--- config.mk ---
export PLATFORM = sky130hd
export DESIGN_NAME = tlb_xlate
export DESIGN_NICKNAME = d
export VERILOG_FILES = /design/src/rtl/tlb_pkg.sv /design/src/rtl/tlb_fields.sv /design/src/rtl/tlb_store.sv /design/src/rtl/tlb_match.sv /design/src/rtl/tlb_xlate.sv
export SDC_FILE = /design/constraint.sdc
export NUM_CORES = 2
export LEC_CHECK = 0
export BUFFER_PORTS_ARGS = -buffer_cell sky130_fd_sc_hd__buf_4
export CORE_MARGIN = 4
export CORE_UTILIZATION = 33
export CTS_CLUSTER_DIAMETER = 200
export DETAILED_ROUTE_END_ITERATION = 16
export GPL_ROUTABILITY_DRIVEN = 1
export PLACE_DENSITY = 0.46
export SYNTH_ARGS = -nofsm -noshare
export SYNTH_HDL_FRONTEND = slang
export SYNTH_SLANG_ARGS = --single-unit
--- constraint.sdc ---
create_clock -name clk -period 3.1 [get_ports clk]
set_input_delay 0.155 -clock clk [delete_from_list [all_inputs] [get_ports clk]]
set_output_delay 0.155 -clock clk [all_outputs]
set_load 0.01 [all_outputs]
--- src/rtl/tlb_pkg.sv ---
package tlb_pkg;
    localparam int DEF_VA_W       = 32;
    localparam int DEF_PAGE_BITS  = 12;
    localparam int DEF_SET_BITS   = 4;
    localparam int DEF_WAYS       = 4;
    localparam int DEF_FRM_W      = 20;
    localparam int DEF_CLINE_BITS = 5;
    localparam int DEF_CSET_BITS  = 7;
endpackage

--- src/rtl/tlb_fields.sv ---
// Splits a virtual address into lookup fields and a physical address into cache fields.
module tlb_fields #(
    parameter int VA_W       = 32,
    parameter int PAGE_BITS  = 12,
    parameter int SET_BITS   = 4,
    parameter int PA_W       = 32,
    parameter int CLINE_BITS = 5,
    parameter int CSET_BITS  = 7
) (
    input  logic [VA_W-1:0]                     va,
    input  logic [PA_W-1:CLINE_BITS]            pa_hi,
    output logic [VA_W-PAGE_BITS-SET_BITS-1:0]  v_tag,
    output logic [SET_BITS-1:0]                 v_set,
    output logic [PAGE_BITS-1:0]                v_off,
    output logic [PA_W-CLINE_BITS-CSET_BITS-1:0] c_tag,
    output logic [CSET_BITS-1:0]                c_idx
);
    localparam int CIDX_LO = CLINE_BITS;
    localparam int CTAG_LO = CLINE_BITS + CSET_BITS;

    // field boundaries
    assign v_off = va[PAGE_BITS-1:0];
    assign v_set = va[PAGE_BITS+SET_BITS-1:PAGE_BITS];
    assign v_tag = va[VA_W-1:PAGE_BITS+SET_BITS];
    // cache fields
    assign c_idx = pa_hi[CTAG_LO-1:CIDX_LO];
    assign c_tag = pa_hi[PA_W-1:CTAG_LO];
endmodule

--- src/rtl/tlb_store.sv ---
// Entry storage: valid bits with reset, tag and frame arrays, one write port.
module tlb_store #(
    parameter int WAYS     = 4,
    parameter int SET_BITS = 4,
    parameter int TAG_W    = 16,
    parameter int FRM_W    = 20
) (
    input  logic                          clk,
    input  logic                          rst_n,
    input  logic                          flush,
    input  logic                          fill_en,
    input  logic [$clog2(WAYS)-1:0]       fill_way,
    input  logic [SET_BITS-1:0]           fill_set,
    input  logic [TAG_W-1:0]              fill_tag,
    input  logic [FRM_W-1:0]              fill_frame,
    input  logic [SET_BITS-1:0]           rd_set,
    output logic [WAYS-1:0]               rd_valid,
    output logic [WAYS-1:0][TAG_W-1:0]    rd_tag,
    output logic [WAYS-1:0][FRM_W-1:0]    rd_frame
);
    localparam int SETS = 1 << SET_BITS;

    logic [WAYS-1:0][SETS-1:0] valid_d, valid_q;
    logic [TAG_W-1:0]          tag_d   [WAYS][SETS];
    logic [TAG_W-1:0]          tag_q   [WAYS][SETS];
    logic [FRM_W-1:0]          frame_d [WAYS][SETS];
    logic [FRM_W-1:0]          frame_q [WAYS][SETS];

    always_comb begin
        valid_d = valid_q;
        tag_d   = tag_q;
        frame_d = frame_q;
        if (flush) begin
            // flush clears everything and drops a simultaneous fill
            valid_d = '0;
        end else if (fill_en) begin
            // one-edge install
            valid_d[fill_way][fill_set] = 1'b1;
            tag_d[fill_way][fill_set]   = fill_tag;
            frame_d[fill_way][fill_set] = fill_frame;
        end
    end

    always_ff @(posedge clk or negedge rst_n) begin
        if (!rst_n) valid_q <= '0;
        else        valid_q <= valid_d;
    end

    always_ff @(posedge clk) begin
        tag_q   <= tag_d;
        frame_q <= frame_d;
    end

    for (genvar w = 0; w < WAYS; w++) begin : g_rd
        assign rd_valid[w] = valid_q[w][rd_set];
        assign rd_tag[w]   = tag_q[w][rd_set];
        assign rd_frame[w] = frame_q[w][rd_set];
    end
endmodule

--- src/rtl/tlb_match.sv ---
// Parallel tag compare across the ways of one set, lowest way wins.
module tlb_match #(
    parameter int WAYS  = 4,
    parameter int TAG_W = 16,
    parameter int FRM_W = 20
) (
    input  logic [TAG_W-1:0]            look_tag,
    input  logic [WAYS-1:0]             way_valid,
    input  logic [WAYS-1:0][TAG_W-1:0]  way_tag,
    input  logic [WAYS-1:0][FRM_W-1:0]  way_frame,
    output logic                        hit,
    output logic [FRM_W-1:0]            frame
);
    logic [WAYS-1:0] eq;

    for (genvar w = 0; w < WAYS; w++) begin : g_cmp
        assign eq[w] = way_valid[w] && (way_tag[w] == look_tag);
    end

    // scan from the top so the lowest matching way is written last
    always_comb begin
        hit   = 1'b0;
        frame = '0;
        for (int w = WAYS - 1; w >= 0; w--) begin
            if (eq[w]) begin
                hit   = 1'b1;
                frame = way_frame[w];
            end
        end
    end
endmodule

--- src/rtl/tlb_xlate.sv ---
module tlb_xlate
    import tlb_pkg::*;
#(
    parameter int VA_W       = DEF_VA_W,
    parameter int PAGE_BITS  = DEF_PAGE_BITS,
    parameter int SET_BITS   = DEF_SET_BITS,
    parameter int WAYS       = DEF_WAYS,
    parameter int FRM_W      = DEF_FRM_W,
    parameter int CLINE_BITS = DEF_CLINE_BITS,
    parameter int CSET_BITS  = DEF_CSET_BITS
) (
    input  logic                                          clk,
    input  logic                                          rst_n,
    input  logic                                          lookup_en,
    input  logic [VA_W-1:0]                               vaddr,
    input  logic                                          fill_en,
    input  logic [$clog2(WAYS)-1:0]                       fill_way,
    input  logic [SET_BITS-1:0]                           fill_set,
    input  logic [VA_W-PAGE_BITS-SET_BITS-1:0]            fill_tag,
    input  logic [FRM_W-1:0]                              fill_frame,
    input  logic                                          flush,
    output logic                                          rsp_valid,
    output logic                                          rsp_hit,
    output logic [FRM_W+PAGE_BITS-1:0]                    rsp_paddr,
    output logic [FRM_W+PAGE_BITS-CLINE_BITS-CSET_BITS-1:0] rsp_ctag,
    output logic [CSET_BITS-1:0]                          rsp_cidx
);
    localparam int TAG_W  = VA_W - PAGE_BITS - SET_BITS;
    localparam int PA_W   = FRM_W + PAGE_BITS;
    localparam int CTAG_W = PA_W - CLINE_BITS - CSET_BITS;

    typedef struct packed {
        logic                  valid;
        logic                  hit;
        logic [PA_W-1:0]       paddr;
        logic [CTAG_W-1:0]     ctag;
        logic [CSET_BITS-1:0]  cidx;
    } rsp_t;

    logic [TAG_W-1:0]            v_tag;
    logic [SET_BITS-1:0]         v_set;
    logic [PAGE_BITS-1:0]        v_off;
    logic [WAYS-1:0]             rd_valid;
    logic [WAYS-1:0][TAG_W-1:0]  rd_tag;
    logic [WAYS-1:0][FRM_W-1:0]  rd_frame;
    logic                        m_hit;
    logic [FRM_W-1:0]            m_frame;
    logic [PA_W-1:0]             pa_cand;
    logic [CTAG_W-1:0]           c_tag;
    logic [CSET_BITS-1:0]        c_idx;
    rsp_t                        rsp_d, rsp_q;

    assign pa_cand = {m_frame, v_off};

    tlb_fields #(
        .VA_W(VA_W), .PAGE_BITS(PAGE_BITS), .SET_BITS(SET_BITS),
        .PA_W(PA_W), .CLINE_BITS(CLINE_BITS), .CSET_BITS(CSET_BITS)
    ) u_fields (
        .va    (vaddr),
        .pa_hi (pa_cand[PA_W-1:CLINE_BITS]),
        .v_tag (v_tag),
        .v_set (v_set),
        .v_off (v_off),
        .c_tag (c_tag),
        .c_idx (c_idx)
    );

    tlb_store #(
        .WAYS(WAYS), .SET_BITS(SET_BITS), .TAG_W(TAG_W), .FRM_W(FRM_W)
    ) u_store (
        .clk        (clk),
        .rst_n      (rst_n),
        .flush      (flush),
        .fill_en    (fill_en),
        .fill_way   (fill_way),
        .fill_set   (fill_set),
        .fill_tag   (fill_tag),
        .fill_frame (fill_frame),
        .rd_set     (v_set),
        .rd_valid   (rd_valid),
        .rd_tag     (rd_tag),
        .rd_frame   (rd_frame)
    );

    tlb_match #(
        .WAYS(WAYS), .TAG_W(TAG_W), .FRM_W(FRM_W)
    ) u_match (
        .look_tag  (v_tag),
        .way_valid (rd_valid),
        .way_tag   (rd_tag),
        .way_frame (rd_frame),
        .hit       (m_hit),
        .frame     (m_frame)
    );

    // response formed from current contents
    always_comb begin
        rsp_d       = '0;
        rsp_d.valid = lookup_en;
        if (lookup_en && m_hit) begin
            rsp_d.hit   = 1'b1;
            rsp_d.paddr = pa_cand;
            rsp_d.ctag  = c_tag;
            rsp_d.cidx  = c_idx;
        end
    end

    // asynchronous clear
    always_ff @(posedge clk or negedge rst_n) begin
        if (!rst_n) rsp_q <= '0;
        else        rsp_q <= rsp_d;
    end

    assign rsp_valid = rsp_q.valid;
    assign rsp_hit   = rsp_q.hit;
    assign rsp_paddr = rsp_q.paddr;
    assign rsp_ctag  = rsp_q.ctag;
    assign rsp_cidx  = rsp_q.cidx;
endmodule

==> impl_results.md <==
- Final setup margin: -0.424 ns
- CTS clock-pin slew for the worst setup and hold paths: 0.06 ns
- Final slew viol count: 0
- Max Root-Sink Buffers: 4
- Unrepaired setup endpoints after global routing: true
- Static leakage: 36.0 nW
- Max Fclk: 0.284 GHz
- Final setup violating endpoints: 33
- Drt first-iter violations: 4877
- Multi-input gate area: 21000 um^2
- GRT Total Usage: 19.5%
- Num CTS Buffers: 272
- Switching fraction of total power: 21.7%
- Critical path type: register to register
- IO Pins: 140
- First-pass GRT wire length: 403000 um
- IO buf count: 139
- Placer Congestion: 0.807
- Reg2reg end: rsp_paddr[8]$_DFF_PN0_
- Relative slew margins: 29.8%
- Yosys reg bits: 2402
- Register area: 71600 um^2
- Req. time, crit path: 3.87 ns
- RR Startpoint: u_store.tag_q[482]$_DFFE_PP_
- Status: complete, but fails checks
- DRT Pass-1 Iters: 5
- Comb power frac: 5.7%
- Worst hold slack: 0.0468 ns
- Placed cell area: 103000 um^2
- Antenna viol nets, final: 0
- Synth Flop Type: edfxtp_1
- Clock sink count: 2402
- Crit end category: register
- Avg WL per Cell: 32.7 um
- Synth Cell Area: 93900 um^2
- Syn nets: 4374
- Skew final: 0.0606 ns
- Row Count: 195
- Most common cell after layout, fill and taps aside: edfxtp_1
- Fillers: 24975
- Final Hold Viols: 0
- DR vias: 47457
- Post-CTS Setup Inserts: 0
- Clock Latency Late Sink: 0.86 ns
- Startpoint types: register
- DP Worst Slack: -1.30 ns
- Root Buffer: clkbuf_16
- Starting Density: 33.2%
- Synth warn: 0
- Vias in the first global route: 49057
- Layout area overhead: 19.7%
- Netlist cell types: 80
- Syn avg cell area: 21.9 um^2
- Sequential area share after synthesis: 76.3%
- Grt ovf: 0
- Critical path fanouts, max: 6
- Fin crit share: 114%
- Psw: 15.3 mW
- Residual DRC: 0
- Post-route design area: 112000 um^2
- Vias per cell: 5.36
- Cells after synthesis: 4295
- Worst-margin pin slew: 1.05 ns
- Largest net degree at the start of global routing: 137
- Worst Reg-to-Reg Cells: 10
- MaxCap Viol Count: 0
- Nets: 4996
- Crit path arrival time: 4.30 ns
- Total Routed Length: 290000 um
- Clock network power share: 43.6%
- FF-to-FF setup slack: -0.42 ns
- Part of the power in registers: 50.7%
- Minimum clock period after layout: 3.52 ns
- Die Wd: 541 um
- Fin util: 39.7%
- Pwr Density: 627 nW/um^2
- Chip Height: 541 um
- Initial antenna violation count: 16
- H-tree levels: 5
- Most frequent cells in the layout: edfxtp_1 (2304), mux4_2 (605), buf_4 (445), clkbuf_16 (279), mux2i_1 (173)
- Post-synth EDFFs: 2304
- Failing checks: negative setup slack
- CORE AREA: 283000 um^2
- Hold Path Class: primary input to async pin
- Critical Path Start: u_store.tag_q[482]$_DFFE_PP_
- Die ar.: 293000 um^2
- Crit path capture: rsp_paddr[8]$_DFF_PN0_
- Fraction of layout instances using a drive strength above 1: 32.6%
- Async SR Flop Fraction: 4.08%
- DP Wirelength: 165000 um
- P_int: 55.1 mW
- CTS tree: done
- Peak supply drop: 0.000409 V
[per-layer routing]
metal  vias up  wire [um]  track usage [%]
met2      1434     138000             31.3
met4         0       7410             4.93
met3       403      15200             2.62
met5         -          0                0
li1      19317          -                -
met1     26303     129000             28.2
[logic make-up after synthesis]
family,share of synthesized area [%]
AOI/OAI and AO/OA,2.61
xor gates and xnor gates,0.634
buffers and inverters,2.04
DFF,76.3
muxes,16.6
and+or+nand+nor,1.85
[through the flow]
stage,power [mW],TNS (ns),std cells
after floorplan,38.3,-2.08,4295
after global placement,40.3,-40.11,8324
after detailed placement,40.3,-42.12,8324
after CTS,71.2,-14.04,8847
after global routing,72.8,-12.69,8850
final,70.4,-12.59,8857
[critical path, stage by stage, from the launching register on]
cell and delay [ns]:
edfxtp_1 0.41, mux4_2 0.48, mux4_2 0.47, xor2_1 0.17, nor4_2 0.25, nand4_1 0.50
buf_4 0.33, o2bb2a_4 0.19, and3b_4 0.25, clkbuf_16 0.19, and3b_1 0.21
[flip-flops by register name, summed over array words and instances (netlist names)]
name,cells
rsp_ctag,20
u_store.tag_q,1024
rsp_paddr,12
rsp_valid,1
rsp_hit,1
u_store.valid_q,64
u_store.frame_q,1280
[power by group through the flow]
stage	logic [mW]	registers [mW]	clock network, mW
after CTS	4.04	35.7	31.5
after detailed placement	3.95	36.4	0
after floorplan	1.94	36.4	0
after global placement	3.93	36.4	0
after global routing	4.22	35.7	32.9
final	3.98	35.7	30.7
[worst min path at each step]
stage          slack [ns]                               to  startpoint
2_1_floorplan       -0.14            rsp_ctag[0]$_DFF_PN0_       rst_n
3_3_place_gp         0.27  u_store.valid_q[14]$_DFFE_PN0P_       rst_n
3_5_place_dp         0.28  u_store.valid_q[15]$_DFFE_PN0P_       rst_n
4_1_cts              0.01   u_store.valid_q[8]$_DFFE_PN0P_       rst_n
5_1_grt              0.06  u_store.valid_q[55]$_DFFE_PN0P_       rst_n
6_report             0.05  u_store.valid_q[13]$_DFFE_PN0P_       rst_n
[what timing repair did]
| item | CTS | global route |
|---|---|---|
| gates cloned | 0 | 2 |
| pin swaps | 5 | 9 |
| gates resized for setup | 8 | 15 |
| endpoints found under the hold margin | 2426 | 0 |
| endpoints found under the setup margin | 33 | 33 |
| hold buffers | 61 | 0 |
[layout make-up]
class                           instances  share of cell area (%)
Tap cell                             3743                    4.17
Clock inverter                        129                    1.04
Inverter                               74                   0.254
Sequential cell                      2402                    63.8
Clock buffer                          334                    6.37
Timing Repair Buffer                  630                    5.72
Antenna cell                            8                  0.0178
Multi-Input combinational cell       1537                    18.7
[cells in the mapped netlist, types with 17 or more instances]
master | number | share of area [%]
edfxtp_1 | 2304 | 74
mux4_2 | 605 | 15
mux2i_1 | 173 | 1.8
dfrtp_1 | 98 | 2.6
nor2_1 | 96 | 0.38
o22ai_1 | 86 | 0.57
clkbuf_1 | 85 | 0.34
buf_2 | 83 | 0.44
nand2_1 | 74 | 0.30
inv_1 | 68 | 0.27
buf_4 | 53 | 0.42
a22oi_1 | 48 | 0.38
nand4_1 | 46 | 0.31
xnor2_1 | 43 | 0.40
o21ai_0 | 41 | 0.22
buf_6 | 31 | 0.37
nand3_1 | 30 | 0.16
buf_1 | 27 | 0.11
xor2_1 | 25 | 0.23
a211oi_2 | 20 | 0.27
o311a_1 | 20 | 0.21
a21oi_1 | 17 | 0.091
nor2b_1 | 17 | 0.11
(Power assumes the default switching activity.)
